## src/rtl/lpt_pkg.sv

```systemverilog
package lpt_pkg;
  // Field positions in the word written to the port.
  localparam int unsigned WB_DATA_LSB = 0;
  localparam int unsigned WB_DATA_W   = 8;
  localparam int unsigned WB_STROBE   = 8;
  localparam int unsigned WB_FEED     = 9;
  localparam int unsigned WB_INIT     = 10;
  localparam int unsigned WB_SELECT   = 11;
  localparam int unsigned WB_DRV_EN   = 13;

  // Field positions in the word read from the port.
  localparam int unsigned RB_ERROR    = 11;
  localparam int unsigned RB_ONLINE   = 12;
  localparam int unsigned RB_PAPER    = 13;
  localparam int unsigned RB_ACK      = 14;
  localparam int unsigned RB_BUSY     = 15;

  localparam int unsigned N_STATUS    = 5;

  typedef struct packed {
    logic       drv_en;
    logic       select;
    logic       init;
    logic       feed;
    logic       strobe;
    logic [7:0] data;
  } port_ctl_t;
endpackage

```

## src/rtl/lpt_sync.sv

```systemverilog
module lpt_sync #(
  parameter int unsigned WIDTH  = 1,
  parameter int unsigned STAGES = 2
) (
  input  logic             clk,
  input  logic             rst_n,
  input  logic [WIDTH-1:0] d,
  output logic [WIDTH-1:0] q
);
  logic [STAGES-1:0][WIDTH-1:0] chain_q;

  genvar s;
  generate
    for (s = 0; s < STAGES; s++) begin : g_stage
      logic [WIDTH-1:0] stage_d;
      if (s == 0) begin : g_first
        assign stage_d = d;
      end else begin : g_rest
        assign stage_d = chain_q[s-1];
      end
      always_ff @(posedge clk or negedge rst_n) begin
        if (!rst_n) chain_q[s] <= '0;
        else        chain_q[s] <= stage_d;
      end
    end
  endgenerate

  assign q = chain_q[STAGES-1];
endmodule

```

## src/rtl/lpt_addr_dec.sv

```systemverilog
module lpt_addr_dec #(
  parameter int unsigned        ADDR_W    = 16,
  parameter logic [ADDR_W-1:0]  BASE_ADDR = '0
) (
  input  logic [ADDR_W-1:0] addr,
  output logic              hit
);
  assign hit = (addr == BASE_ADDR);
endmodule

```

## src/rtl/lpt_wr_capture.sv

```systemverilog
module lpt_wr_capture #(
  parameter int unsigned DATA_W      = 16,
  parameter int unsigned SYNC_STAGES = 2
) (
  input  logic              clk,
  input  logic              rst_n,
  input  logic              wr_async,
  input  logic              hit,
  input  logic [DATA_W-1:0] wdata,
  output logic [DATA_W-1:0] word_q
);
  logic              wr_s;
  logic              wr_prev_q;
  logic              wr_rise;
  logic              load_en;
  logic [DATA_W-1:0] word_d;

  lpt_sync #(.WIDTH(1), .STAGES(SYNC_STAGES)) u_wr_sync (
    .clk   (clk),
    .rst_n (rst_n),
    .d     (wr_async),
    .q     (wr_s)
  );

  // Next state
  always_comb begin
    wr_rise = wr_s & ~wr_prev_q;
    load_en = wr_rise & hit;
    word_d  = load_en ? wdata : word_q;
  end

  // Registers
  always_ff @(posedge clk or negedge rst_n) begin
    if (!rst_n) begin
      wr_prev_q <= 1'b0;
      word_q    <= '0;
    end else begin
      wr_prev_q <= wr_s;
      if (load_en) word_q <= word_d;
    end
  end
endmodule

```

## src/rtl/lpt_bus_port.sv

```systemverilog
module lpt_bus_port
  import lpt_pkg::*;
#(
  parameter int unsigned       ADDR_W      = 16,
  parameter int unsigned       DATA_W      = 16,
  parameter logic [ADDR_W-1:0] BASE_ADDR   = 16'h3C00,
  parameter int unsigned       SYNC_STAGES = 2
) (
  input  logic              clk,
  input  logic              rst_n,
  input  logic [ADDR_W-1:0] bus_addr,
  input  logic [DATA_W-1:0] bus_wdata,
  input  logic              bus_wr,
  input  logic              bus_rd,
  output logic [DATA_W-1:0] bus_rdata,
  output logic              bus_rdata_oe,
  output logic [7:0]        pd_out,
  output logic              pd_oe,
  input  logic [7:0]        pd_in,
  output logic              ctl_strobe,
  output logic              ctl_feed,
  output logic              ctl_init,
  output logic              ctl_select,
  input  logic              st_busy,
  input  logic              st_ack,
  input  logic              st_paper,
  input  logic              st_online,
  input  logic              st_error
);
  localparam int unsigned IN_W = N_STATUS + WB_DATA_W;

  logic              hit;
  logic [DATA_W-1:0] word_q;
  port_ctl_t         ctl;
  logic [IN_W-1:0]   pins_raw;
  logic [IN_W-1:0]   pins_s;
  logic [DATA_W-1:0] rd_word;

  lpt_addr_dec #(.ADDR_W(ADDR_W), .BASE_ADDR(BASE_ADDR)) u_dec (
    .addr (bus_addr),
    .hit  (hit)
  );

  lpt_wr_capture #(.DATA_W(DATA_W), .SYNC_STAGES(SYNC_STAGES)) u_cap (
    .clk      (clk),
    .rst_n    (rst_n),
    .wr_async (bus_wr),
    .hit      (hit),
    .wdata    (bus_wdata),
    .word_q   (word_q)
  );

  // Unpack the stored word into connector fields; bits 12, 14, 15 unused.
  always_comb begin
    ctl.data   = word_q[WB_DATA_LSB +: WB_DATA_W];
    ctl.strobe = word_q[WB_STROBE];
    ctl.feed   = word_q[WB_FEED];
    ctl.init   = word_q[WB_INIT];
    ctl.select = word_q[WB_SELECT];
    ctl.drv_en = word_q[WB_DRV_EN];
  end

  assign pd_out     = ctl.data;
  assign pd_oe      = ctl.drv_en;
  assign ctl_strobe = ctl.strobe;
  assign ctl_feed   = ctl.feed;
  assign ctl_init   = ctl.init;
  assign ctl_select = ctl.select;

  assign pins_raw = {st_busy, st_ack, st_paper, st_online, st_error, pd_in};

  lpt_sync #(.WIDTH(IN_W), .STAGES(SYNC_STAGES)) u_pin_sync (
    .clk   (clk),
    .rst_n (rst_n),
    .d     (pins_raw),
    .q     (pins_s)
  );

  // Read word assembly
  always_comb begin
    rd_word                          = '0;
    rd_word[WB_DATA_LSB +: WB_DATA_W] = pins_s[WB_DATA_W-1:0];
    rd_word[RB_ERROR]                = pins_s[WB_DATA_W + 0];
    rd_word[RB_ONLINE]               = pins_s[WB_DATA_W + 1];
    rd_word[RB_PAPER]                = pins_s[WB_DATA_W + 2];
    rd_word[RB_ACK]                  = pins_s[WB_DATA_W + 3];
    rd_word[RB_BUSY]                 = pins_s[WB_DATA_W + 4];
  end

  assign bus_rdata_oe = bus_rd & hit;
  assign bus_rdata    = bus_rdata_oe ? rd_word : '0;
endmodule

```

## config.mk

```make
export PLATFORM = sky130hd
export DESIGN_NAME = lpt_bus_port
export DESIGN_NICKNAME = d
export VERILOG_FILES = /design/src/rtl/lpt_pkg.sv /design/src/rtl/lpt_sync.sv /design/src/rtl/lpt_addr_dec.sv /design/src/rtl/lpt_wr_capture.sv /design/src/rtl/lpt_bus_port.sv
export SDC_FILE = /design/constraint.sdc
export NUM_CORES = 1
export LEC_CHECK = 0
export BUFFER_PORTS_ARGS = -buffer_cell sky130_fd_sc_hd__buf_2
export CORE_MARGIN = 2
export CORE_UTILIZATION = 45
export CTS_BUF_LIST = sky130_fd_sc_hd__clkbuf_2 sky130_fd_sc_hd__clkbuf_4 sky130_fd_sc_hd__clkbuf_8
export CTS_CLUSTER_SIZE = 25
export DETAILED_ROUTE_END_ITERATION = 8
export PLACE_DENSITY = 0.88
export SYNTH_ARGS = -nofsm -noshare
export SYNTH_HDL_FRONTEND = slang
export SYNTH_SLANG_ARGS = --single-unit
export TNS_END_PERCENT = 20
```

## constraint.sdc

```tcl
create_clock -name clk -period 1.6 [get_ports clk]
set_clock_uncertainty 0.05 [all_clocks]
set_input_delay 0.08 -clock clk [delete_from_list [all_inputs] [get_ports clk]]
set_output_delay 0.08 -clock clk [all_outputs]
set_load 0.03 [all_outputs]
```

Word-level counts from Yosys, hierarchy flattened. Cells that the tools add are included.

Word-level logic and storage cells: 12. Output and inout bits: 30. Register bits: 43.

Eq/ne operators: 1. Multiplexer cells: 1. Bitwise logic cells: 4.

Operators with widths (number): 16-bit by 14-bit == test with 1-bit output, second input constant (1); 16-bit 2-to-1 mux (1); 1-bit AND (3); 1-bit NOT (1).

Logic depth before layout (Yosys ltp). Gate-level depths: netlist (run 1).

Depth after elaboration: 3. Gate-level depth with buffers: 6. Mapped depth without buffers: 4.

Cells and area by module. A second synthesis (run 1) with hierarchy kept.

Cell total of the unflattened synthesis: 88. Area, all modules: 1560.2 um2.

Modules (own cells, without submodules): lpt_wr_capture (area an instance 674.4 um2, cells each 35, seq. area each 425.4 um2, instances 1); lpt_sync (u_pin_sync) (area an instance 650.6 um2, cells each 26, seq. area each 650.6 um2, instances 1); lpt_bus_port (area an instance 138.9 um2, cells each 20, seq. area each 0.0 um2, instances 1); lpt_sync (u_cap.u_wr_sync) (area an instance 50.0 um2, cells each 2, seq. area each 50.0 um2, instances 1); lpt_addr_dec (area an instance 46.3 um2, cells each 5, seq. area each 0.0 um2, instances 1).

Worst setup path before layout (run 1). OpenSTA, ideal clock, no wires.

Path kind: input-to-output. From: input port bus_addr[8]. To: output port bus_rdata[11]. Arrival: 1.317 ns. Data required time: 1.470 ns. Path slack: 0.153 ns. Stages: 5. Cell sequence: nand4bb_1 nor4_2 and4_2 buf_2 and2_1.

Longest elaborated chain between the ends: 3.

Ends and longest elaborated chain: start: declaration (line lpt_bus_port.sv:11) `input logic [ADDR_W-1:0] bus_addr,`; 16-bit by 14-bit == test with 1-bit output (line lpt_addr_dec.sv:8) `assign hit = (addr == BASE_ADDR);`; 1-bit AND (line lpt_bus_port.sv:90) `assign bus_rdata_oe = bus_rd & hit;`; via bus_rdata_oe (line lpt_bus_port.sv:16) `output logic bus_rdata_oe,`; 16-bit 2-to-1 mux (line lpt_bus_port.sv:91) `assign bus_rdata = bus_rdata_oe ? rd_word : '0;`; end: declaration (line lpt_bus_port.sv:15) `output logic [DATA_W-1:0] bus_rdata,`.

The timed path passes the listed nets, and every way through them passes these cells.

Final worst setup path (run 1).
From: register u_cap.wr_prev_q. To: register u_cap.word_q[0].

Longest elaborated chain between the ends: 3.

Ends and longest elaborated chain: start: declaration (line lpt_wr_capture.sv:13) `logic wr_prev_q;`; start signal: assignment (line lpt_wr_capture.sv:38) `wr_prev_q <= wr_s;`; 1-bit NOT (line lpt_wr_capture.sv:27) `wr_rise = wr_s & ~wr_prev_q;`; 1-bit AND (line lpt_wr_capture.sv:27); 1-bit AND (line lpt_wr_capture.sv:28) `load_en = wr_rise & hit;`; end signal: assignment (line lpt_wr_capture.sv:39) `if (load_en) word_q <= word_d;`; end: declaration (line lpt_wr_capture.sv:10) `output logic [DATA_W-1:0] word_q`.

Every way passes these cells. A chain may end at the register's enable or synchronous reset.

==> results.md, run 1 <==
* Outcome: complete, no violations
* # H-tree levels at 2
* Layout Nets at 237
* Cell count after placement at 197
* Starting Density at 47.4%
* Final hold violations at 0
* Rows at 20
* Worst Path Buf+Inv at 1
* Max Freq at 677 MHz
* DIE WIDTH at 60.7 um
* Worst Setup Path Type: flop to flop
* Antenna cells at 0
* # IOs at 79
* Cells along the critical path: and2b_2, and4_1, buf_12, mux2_2
* Critical Path End Type: flop
* Crit path time final at 1.48 ns
* Synth Warn # at 0
* IO buf count at 72
* Post-synthesis register bit count at 42
* Critical Path RT at 1.78 ns
* RSZ-0062 raised after global routing: false
* XOR/XNOR share of the synthesized area at 0%
* Net Sw Frac at 19.9%
* Vias in the first global route at 1022
* Post-Synth Adder-Cell Area at 0%
* Total grt overflow at 0
* Critical-path maximum fanout at 13
* Number of vias per cell at 4.29
* Resized cells post-CTS at 0
* Avg Cell Area, Syn at 17.4 um^2
* Area grow syn2layout at 52.2%
* Sequential share of power at 57.8%
* Final std cells w/o fill at 233
* Clock buffer depth at 2
* Slew Limit Fails at 0
* CTS tree: yes
* WL/cell at 13.0 um
* Synth Cell Area at 0.00145 mm^2
* DRT iter0 DRCs at 12
* Most frequent cells in the layout: buf_2, dfrtp_1, dlygate4sd3_1
* Pwr per Cell Area at 870 mW/mm^2
* Simple-gate share of the synthesized area at 10.3%
* Initial antenna violation count at 0
* GRT Total Usage at 19.0%
* Power Internal at 0.00153 W
* Delay-heaviest family, CP: simple AND/OR/NAND/NOR gates
* Post-synth top area share at 72.7%
* Clock power frac at 34.6%
* Biggest area consumer among synthesized cells: dfrtp_1
* Layout cells sized above 1 at 51.9%
* Post-CTS Setup Inserts at 0
* Largest family of logic cells by synthesized area: multiplexers
* Clk_lat worst skew at 0.35 ns
* Clock sink count at 42
* GPL Wtd Cong at 0.647
* CTS Root Cell: clkbuf_4
* CP Data Arrival Time at 1.66 ns
* Cts hold-fix bufs at 28
* Switch Pwr at 0.000382 W
* Endpoints failing setup at 0
* Most common cell after layout, fill and taps aside: buf_2
* Maximum vdd drop at 0.652 mV
* Critical path's largest stage delay at 0.36 ns
* Max cap viols at 0
* Die area at 0.00368 mm^2
* CTS buffer count at 5
* Setup TNS at 0 ns
* Synth top area cells: dfrtp_1, mux2_4, and2_1, mux2_2, buf_4
* Worst hold path type: input pin to asynchronous set/reset pin
* Combinational Power Share at 7.5%
* Critical path launch point type: flop
* Sequential area share after synthesis at 72.7%
* DRC Markers at 0
* Via count at 1000
* Global-route wire length before repair at 4730 um
* Final worst-path cycle share at 92.3%
* Clock transition at path regs at 0.12 ns
* DRT Wirelength at 3020 um
* Mux cell area share after synthesis at 12.7%
* Die Y at 60.7 um
* Post-route ant nets at 0
* Leakage at 1.17 nW
* 1st-pass router iterations at 2
* Largest net degree at the start of global routing at 43
* Cell at the slowest stage of the critical path: dfrtp_1
* Core Region at 0.00305 mm^2
* Post-Syn Instances at 83
* Distinct cells, synth at 16
* Compound-gate portion of the synthesized area at 0%
## tightest hold or removal path: cells and delay by family
| family | cells | cell delay (ns) |
|---|---|---|
| buffers and inverters | 3 | 1.02 |
## cell type report
type / instances / area [um^2]
Clock buffer: 6 / 45.0
Tap cell: 44 / 55.1
Clock inverter: 2 / 37.5
Sequential cell: 42 / 1050
Fill cell: 201 / 852
Timing Repair Buffer: 102 / 668
Multi-Input combinational cell: 37 / 344
## through the flow
step	utilization, %	hold slack (ns)	power [W]	setup WS [ns]	instance area (um^2)
final	72.1	0.249	0.00191	0.123	2200
after floorplan	-	-0.266	0.00114	0.153	1450
after global placement	60.2	0.0939	0.00121	0.0571	1840
after detailed placement	60.2	0.109	0.00122	0.0103	1840
after CTS	72.1	0.248	0.00193	0.121	2200
after global routing	72.1	0.294	0.00200	0.00226	2200
## logic make-up (layout without fill, tap and decap cells)
kind of cell / Yosys count / in the layout
buffers and inverters: 6 / 110
muxes: 13 / 13
DFF: 42 / 42
other: 1 / 3
and+or+nand+nor: 21 / 21
## sequential cells by signal, summed over array words and instances (netlist names)
name and count:
u_pin_sync.g_stage.stage_d 13, u_cap.wr_prev_q 1, u_cap.u_wr_sync.q 1, u_cap.u_wr_sync.g_stage.stage_d 1
u_cap.word_q 13, u_pin_sync.q 13
## Yosys cell counts, drive strengths merged
cell,instances
and2,13
nand2,1
nand4bb,1
and2b,1
nor4,3
dfrtp,42
conb,1
mux2,13
and4,2
buf,6
## path summary, 6_finish.rpt
| check | to | slack [ns] | from | cells after the start |
|---|---|---|---|---|
| max in group asynchronous | u_cap.u_wr_sync.g_stage[1].stage_d | 0.90 | rst_n | 3 |
| setup / recovery | u_cap.word_q[0] | 0.12 | u_cap.wr_prev_q | 4 |
| setup reg to reg | u_cap.word_q[0] | 0.12 | u_cap.wr_prev_q | 4 |
| min in group clk | u_pin_sync.q[5] | 0.31 | u_pin_sync.g_stage[1].stage_d[5] | 0 |
| hold reg to reg | u_pin_sync.q[5] | 0.31 | u_pin_sync.g_stage[1].stage_d[5] | 0 |
| hold / removal | u_cap.word_q[2] | 0.25 | rst_n | 3 |
## power groups by stage
stage	Clock (W)	Combinational, W	Sequential, W
after global placement	0	0.0000850	0.00113
after detailed placement	0	0.0000892	0.00113
after global routing	0.000727	0.000159	0.00111
after CTS	0.000684	0.000141	0.00111
after floorplan	0	0.0000203	0.00112
final	0.000663	0.000144	0.00111
## per-layer routing
| layer | global-route usage (%) | vias up | wire length, um |
|---|---|---|---|
| met5 | 0 | - | 0 |
| met4 | 5.59 | 0 | 28 |
| met3 | 7.89 | 3 | 266 |
| met2 | 34.6 | 50 | 1680 |
| met1 | 20.0 | 470 | 1040 |
| li1 | - | 477 | - |
Power figures use the tool's default switching activity.
==> inputs of run 2 (changes only) <==
--- a/config.mk
+++ b/config.mk
@@ -5,13 +5,14 @@
 export SDC_FILE = /design/constraint.sdc
 export NUM_CORES = 1
 export LEC_CHECK = 0
+export ABC_AREA = 1
 export BUFFER_PORTS_ARGS = -buffer_cell sky130_fd_sc_hd__buf_2
 export CORE_MARGIN = 2
-export CORE_UTILIZATION = 45
+export CORE_UTILIZATION = 40
 export CTS_BUF_LIST = sky130_fd_sc_hd__clkbuf_2 sky130_fd_sc_hd__clkbuf_4 sky130_fd_sc_hd__clkbuf_8
 export CTS_CLUSTER_SIZE = 25
 export DETAILED_ROUTE_END_ITERATION = 8
-export PLACE_DENSITY = 0.88
+export PLACE_DENSITY = 0.79
 export SYNTH_ARGS = -nofsm -noshare
 export SYNTH_HDL_FRONTEND = slang
 export SYNTH_SLANG_ARGS = --single-unit
==> constraint.sdc (replaced) <==
create_clock -name clk -period 1.7 [get_ports clk]
set_clock_uncertainty 0.05 [all_clocks]
set_input_delay 0.085 -clock clk [delete_from_list [all_inputs] [get_ports clk]]
set_output_delay 0.085 -clock clk [all_outputs]
set_load 0.03 [all_outputs]
==> run 2 against run 1 <==
- via count rose by 21%
- die area rose by 18%
- clock power rose by 39%
- setup slack improved by 0.30 ns
- total power rose by 9.8%
- sequential cell count did not move
- critical path depth rose by 3
- sequential share of layout area fell by 1.1 points
- combinational power fell by 4%
- non-clock buffer count fell by 7
- register-to-register slack improved by 0.31 ns
- critical endpoint is now bus_rdata[1]
- largest power group unchanged
==> results.md, run 2 <==
* # IOs at 79 (unchanged)
* Worst Setup Path Type: input pin to primary output
* Distinct cells, synth at 12 (-4)
* Largest net degree at the start of global routing at 43 (unchanged)
* Sequential area share after synthesis at 68.4% (-4.3 points)
* Avg Cell Area, Syn at 11.4 um^2 (-35%)
* Clock sink count at 42 (unchanged)
* DRT Wirelength at 3150 um (+4.4%)
* Initial antenna violation count at 0 (unchanged)
* Critical-path maximum fanout at 14 (+1)
* Critical Path RT at 1.56 ns (-0.22 ns)
* # H-tree levels at 2 (unchanged)
* Ys async rst share at 100% (unchanged)
* Clock buffer depth at 2 (unchanged)
* Rows at 22 (+10%)
* Slew Limit Fails at 0 (unchanged)
* GRT Total Usage at 15.9% (-3.1 points)
* Post-Syn Instances at 135 (+63%)
* Number of vias per cell at 4.31 (+0.52%)
* Outcome: complete, no violations
* Final worst setup slack at 0.422 ns (+0.300 ns)
* Synth top area cells: dfrtp_1, nand2_1, nand4_1, inv_1, nor2_2
* Top FF cell, synth: dfrtp_1
* Worst hold path type: input pin to flop
* Leakage at 1.27 nW (+9.2%)
* Endpoints failing setup at 0 (unchanged)
* Die Y at 66.0 um (+8.7%)
* Die area at 0.00435 mm^2 (+18%)
* Layout Nets at 280 (+18%)
* Sequential share of power at 49.6% (-8.2 points)
* Vias in the first global route at 1196 (+17%)
* Max Freq at 783 MHz
* RSZ-0062 raised after global routing: false
* Placement Setup Slack at 0.450 ns (+0.440 ns)
* Combinational Power Share at 6.6% (-0.9 points)
* Core Region at 0.00369 mm^2 (+21%)
* Starting Density at 41.7% (-5.7 points)
* Setup TNS at 0 ns (unchanged)
* Clock power frac at 43.9% (+9.3 points)
* Net Sw Frac at 19.4% (-0.55 points)
* Antenna cells at 0 (unchanged)
* DRC Markers at 0 (unchanged)
* Area grow syn2layout at 46.7%
* Resized cells post-CTS at 0 (unchanged)
* Via count at 1208 (+21%)
* Top cells by count, synth: dfrtp_1, nand2_1, inv_1
* DIE WIDTH at 66.0 um (+8.7%)
* Critical Path End Type: primary output
* Final hold violations at 0 (unchanged)
* DRT iter0 DRCs at 12 (unchanged)
* CTS tree: yes
* Post-synth top area share at 68.4% (-4.3 points)
* Pwr per Cell Area at 932 mW/mm^2 (+7.2%)
* CTS Root Cell: clkbuf_8
* Synth Cell Area at 0.00154 mm^2 (+6.2%)
* Biggest area consumer among synthesized cells: dfrtp_1
* CTS buffer count at 5 (unchanged)
* Layout cells sized above 1 at 41.8% (-10 points)
* Most common cell in the netlist: dfrtp_1
* Global-route wire length before repair at 5110 um (+7.9%)
* Max cap viols at 0 (unchanged)
* Post-synthesis register bit count at 42 (unchanged)
* Crit path time final at 1.28 ns
* Switch Pwr at 0.000407 W (+6.7%)
* Total grt overflow at 0 (unchanged)
* IO buf count at 72 (unchanged)
* CP Data Arrival Time at 1.14 ns (-0.52 ns)
* Clock transition at path regs at 0.08 ns (-0.04 ns)
* Synth Warn # at 0 (unchanged)
* Critical path launch point type: input pin
* WL/cell at 11.3 um (-13%)
* Clk_lat worst skew at 0.29 ns (-0.06 ns)
* Maximum vdd drop at 0.660 mV (+1.3%)
* Post-synth EDFFs at 0 (unchanged)
* GPL Wtd Cong at 0.730 (+13%)
* Final worst-path cycle share at 75.2%
* HPWL after detailed placement at 2080 um
* Power Internal at 0.00169 W (+11%)
* Most frequent cells in the layout: buf_2, dfrtp_1, nand2_1
* Post-route ant nets at 0 (unchanged)
* 1st-pass router iterations at 4 (+2)
* Most common cell after layout, fill and taps aside: buf_2
## run 2: cell types whose count changed after synthesis, moves of 2 or more
cell     change
and2_1      -13
buf_4        +3
inv_1       +16
mux2_2       -3
mux2_4      -10
nand2_1     +29
nand3_4      +2
nand4_1     +13
nor2_1      +11
nor2_2       +9
nor2_4       +2
nor4_1       -2
## run 2: per-layer routing
metal / vias up / GRT usage (%) / wire [um]
met5: - / 0 / 0
met4: 0 / 10.2 / 103
met2: 37 / 27.0 / 1630
met1: 560 / 17.9 / 1280
met3: 11 / 3.58 / 138
li1: 600 / - / -
## run 2: worst paths after layout
| path | start | cells past startpoint | end | slack, ns |
|---|---|---|---|---|
| worst max register to register | u_cap.wr_prev_q | 4 | u_cap.word_q[5] | 0.43 |
| max in group asynchronous | rst_n | 3 | u_pin_sync.q[6] | 0.91 |
| worst max-delay path | bus_addr[5] | 7 | bus_rdata[1] | 0.42 |
| worst min register to register | u_pin_sync.g_stage[1].stage_d[7] | 0 | u_pin_sync.q[7] | 0.30 |
| min in group asynchronous | rst_n | 3 | u_cap.word_q[11] | 0.34 |
| worst min-delay path | bus_wdata[2] | 3 | u_cap.word_q[2] | 0.008 |
## run 2: cells by family after synthesis
| group | share of synthesized area [%] |
|---|---|
| buffers and inverters | 8.31 |
| other | 0.244 |
| DFF | 68.4 |
| and+or+nand+nor | 23.0 |
## run 2: final cells by class
| class | count | area, um^2 |
|---|---|---|
| repair buffers | 95 | 581 |
| well taps | 48 | 60.1 |
| fillers | 326 | 1430 |
| clock buffers | 5 | 68.8 |
| clock inverters | 3 | 68.8 |
| flip-flops and latches | 42 | 1050 |
| multi-input cells | 71 | 365 |
| inverters | 16 | 60.1 |
## run 2: timing repair
action	in CTS	in global routing
hold buffers	19	0
hold endpoints to repair	60	0
buffers inserted	0	0
## run 2: through the flow
| stage | instances | area [um^2] | hold slack (ns) | power [W] | util (%) |
|---|---|---|---|---|---|
| after global routing | 280 | 2250 | 0.0167 | 0.00218 | 61.1 |
| after CTS | 280 | 2250 | 0.00509 | 0.00211 | 61.1 |
| after global placement | 253 | 1930 | 0.121 | 0.00116 | 52.2 |
| after floorplan | 137 | 1540 | -0.261 | 0.00109 | - |
| after detailed placement | 253 | 1930 | 0.121 | 0.00116 | 52.2 |
| final | 280 | 2250 | 0.00750 | 0.00210 | 61.1 |
## run 2: power groups by stage
| stage | combinational (W) | sequential [W] | clock (W) |
|---|---|---|---|
| after CTS | 0.000137 | 0.00104 | 0.000934 |
| after detailed placement | 0.000103 | 0.00106 | 0 |
| after global placement | 0.000101 | 0.00106 | 0 |
| after global routing | 0.000154 | 0.00105 | 0.000985 |
| final | 0.000138 | 0.00104 | 0.000922 |
| after floorplan | 0.0000351 | 0.00106 | 0 |
## run 2: worst max-delay path, stage by stage
cell	delay, ns
buf_2	0.10
nor2_1	0.11
nand2_1	0.10
nor2_4	0.14
nand3_4	0.21
nor2_1	0.17
buf_2	0.22
==> inputs of run 3 (changes only) <==
--- a/config.mk
+++ b/config.mk
@@ -5,14 +5,14 @@
 export SDC_FILE = /design/constraint.sdc
 export NUM_CORES = 1
 export LEC_CHECK = 0
-export ABC_AREA = 1
+export ABC_AREA = 0
 export BUFFER_PORTS_ARGS = -buffer_cell sky130_fd_sc_hd__buf_2
 export CORE_MARGIN = 2
 export CORE_UTILIZATION = 40
 export CTS_BUF_LIST = sky130_fd_sc_hd__clkbuf_2 sky130_fd_sc_hd__clkbuf_4 sky130_fd_sc_hd__clkbuf_8
 export CTS_CLUSTER_SIZE = 25
 export DETAILED_ROUTE_END_ITERATION = 8
-export PLACE_DENSITY = 0.79
+export PLACE_DENSITY = 0.8
 export SYNTH_ARGS = -nofsm -noshare
 export SYNTH_HDL_FRONTEND = slang
 export SYNTH_SLANG_ARGS = --single-unit
==> constraint.sdc (replaced) <==
create_clock -name clk -period 1.2 [get_ports clk]
set_clock_uncertainty 0.05 [all_clocks]
set_input_delay 0.06 -clock clk [delete_from_list [all_inputs] [get_ports clk]]
set_output_delay 0.06 -clock clk [all_outputs]
set_load 0.03 [all_outputs]
==> run 3 against run 2 <==
- the flow now finishes with violations (negative setup slack)
- setup slack got worse by 0.66 ns
- global-route usage rose by 7.4 points
- core utilization rose by 9.1 points
- critical path depth down 3
- routed wire length grew 35%
- first-iteration DRC count rose by 83%
- cell count is 15% lower
- via count fell by 11%
- count of clock-buffer cells in the layout grew 2
- largest cell class unchanged
- largest power group unchanged
==> results.md, run 3 (synthesis results as in run 1) <==
* Layout cells sized above 1 at 57.3% (+15 points)
* GRT Total Usage at 23.3% (+7.4 points)
* Vias in the first global route at 1286 (+7.5%)
* # IOs at 79 (unchanged)
* Outcome: finished with violations
* WL/cell at 17.8 um (+59%)
* Worst Setup Path Type: flop to flop
* Maximum vdd drop at 0.752 mV (+14%)
* Die area at 0.00411 mm^2 (-5.5%)
* Final Power at 0.00246 W (+17%)
* Global-route wire length before repair at 6720 um (+32%)
* Clock power frac at 30.8% (-13 points)
* RSZ-0062 raised after global routing: true
* Area grow syn2layout at 65.8%
* Number of vias per cell at 4.53 (+5.0%)
* Final hold violations at 0 (unchanged)
* Max Freq at 694 MHz
* Total grt overflow at 0 (unchanged)
* CTS Root Cell: clkbuf_4
* Critical Path RT at 1.40 ns (-0.16 ns)
* Layout Nets at 240 (-14%)
* 1st-pass router iterations at 4 (unchanged)
* CTS buffer count at 5 (unchanged)
* DIE WIDTH at 64.1 um (-2.8%)
* Placed Area at 0.00185 mm^2 (-3.8%)
* Most frequent cells in the layout: buf_2, dfrtp_1, dlygate4sd3_1
* CTS tree: yes
* Max cap viols at 0 (unchanged)
* Initial antenna violation count at 0 (unchanged)
* Antenna cells at 0 (unchanged)
* Critical Path End Type: flop
* Starting Density at 42.3% (+0.69 points)
* Core Region at 0.00342 mm^2 (-7.4%)
* Final worst-path cycle share at 120%
* Switch Pwr at 0.000562 W (+38%)
* Worst hold path type: input pin to asynchronous set/reset pin
* DRC Markers at 0 (unchanged)
* Failing checks: negative setup slack
* DRT Wirelength at 4250 um (+35%)
* Endpoints failing setup at 27 (+27)
* IO buf count at 72 (unchanged)
* GPL Wtd Cong at 0.666 (-8.7%)
* Most common cell after layout, fill and taps aside: buf_2
* DRT iter0 DRCs at 22 (+10)
* Clock buffer depth at 2 (unchanged)
* # H-tree levels at 2 (unchanged)
* Rows at 21 (-4.5%)
* Crit path time final at 1.44 ns
* Setup TNS at -5.50 ns (-5.50 ns)
* Final std cells w/o fill at 238 (-15%)
* Clock sink count at 42 (unchanged)
* Post-route ant nets at 0 (unchanged)
* Post-layout util at 70.2% (+9.1 points)
* Final Instance Area at 0.00240 mm^2 (+6.4%)
* Die Y at 64.1 um (-2.8%)
* Sequential share of power at 60.1% (+10 points)
* HPWL after detailed placement at 2090 um (+0.30%)
* Critical-path maximum fanout at 6 (-8)
* Leakage at 1.22 nW (-4.5%)
* Via count at 1078 (-11%)
* CP Data Arrival Time at 1.64 ns (+0.50 ns)
* Clk_lat worst skew at 0.37 ns (+0.08 ns)
* Clock transition at path regs at 0.12 ns (+0.04 ns)
* Cell count after placement at 199 (-21%)
* Combinational Power Share at 9.1% (+2.5 points)
* Net Sw Frac at 22.8% (+3.4 points)
* Final worst setup slack at -0.241 ns (-0.664 ns)
* Critical path launch point type: flop
* Power Internal at 0.00190 W (+12%)
* Slew Limit Fails at 0 (unchanged)
* Largest net degree at the start of global routing at 29 (-33%)
* Pwr per Cell Area at 1030 mW/mm^2 (+10%)
[run 3: changes by cell type in the layout (fill, tap and decap cells not counted), moves of 6 or more]
cell,previous run,this run
and2_1,0,8
nor2_2,9,0
buf_6,0,14
nand2_1,30,1
clkbuf_4,0,6
nand4_1,13,0
dlygate4sd3_1,19,28
mux2_4,0,13
nor2_1,11,0
inv_1,16,0
buf_2,72,57
[run 3: through the flow]
step / hold slack (ns) / worst slack, ns
after global placement: -0.0833 / -0.309
after detailed placement: -0.0619 / -0.378
final: 0.0908 / -0.241
after CTS: 0.0950 / -0.236
after floorplan: -0.286 / -0.234
after global routing: 0.110 / -0.272
[run 3: layout make-up]
class                      instances  area [um^2]
sequential                        42         1050
fill                             211         1020
timing repair buffer             104          806
multi-input combinational         38          420
clock buffer                       7         58.8
tap                               46         57.6
clock inverter                     1         5.00
[run 3: what timing repair did]
| item | in CTS | in global routing |
|---|---|---|
| pin swaps | 3 | 1 |
| gates resized for setup | 41 | 4 |
| hold endpoints to repair | 69 | 0 |
| setup endpoints to repair | 27 | 27 |
| buffers inserted | 1 | 0 |
| hold buffers | 28 | 0 |
| cloned | 2 | 0 |
[run 3: metal layers]
metal / track usage (%) / wire length [um] / part of all wire (%) / vias to the layer above
met2: 40.6 / 2280 / 54 / 53
met1: 24.1 / 1520 / 36 / 526
met3: 7.22 / 267 / 6.3 / 15
met5: 0 / 0 / 0 / -
li1: - / - / - / 484
met4: 14.9 / 184 / 4.3 / 0
[run 3: final timing paths]
check,to,start,cells past startpoint,slack [ns]
setup / recovery,u_cap.word_q[7],u_cap.wr_prev_q,4,-0.24
hold / removal,u_pin_sync.q[8],rst_n,2,0.09
setup reg to reg,u_cap.word_q[7],u_cap.wr_prev_q,4,-0.24
hold reg to reg,u_pin_sync.q[9],u_pin_sync.g_stage[1].stage_d[9],0,0.30
max in group asynchronous,u_pin_sync.q[1],rst_n,3,0.55
min in group clk,u_pin_sync.g_stage[1].stage_d[11],st_ack,2,0.29
[run 3: worst max-delay path, stage by stage, from the launching register on]
cell and delay [ns]:
dfrtp_1 0.38, and2b_2 0.20, and4_4 0.26, buf_16 0.14, mux2_4 0.30
[run 3: power by group through the flow]
stage	logic, W	registers [W]	clock network, W
floorplan	0.0000271	0.00150	0
global placement	0.000119	0.00150	0
detailed placement	0.000128	0.00150	0
CTS	0.000214	0.00148	0.000724
global route	0.000242	0.00148	0.000845
finish	0.000224	0.00148	0.000758
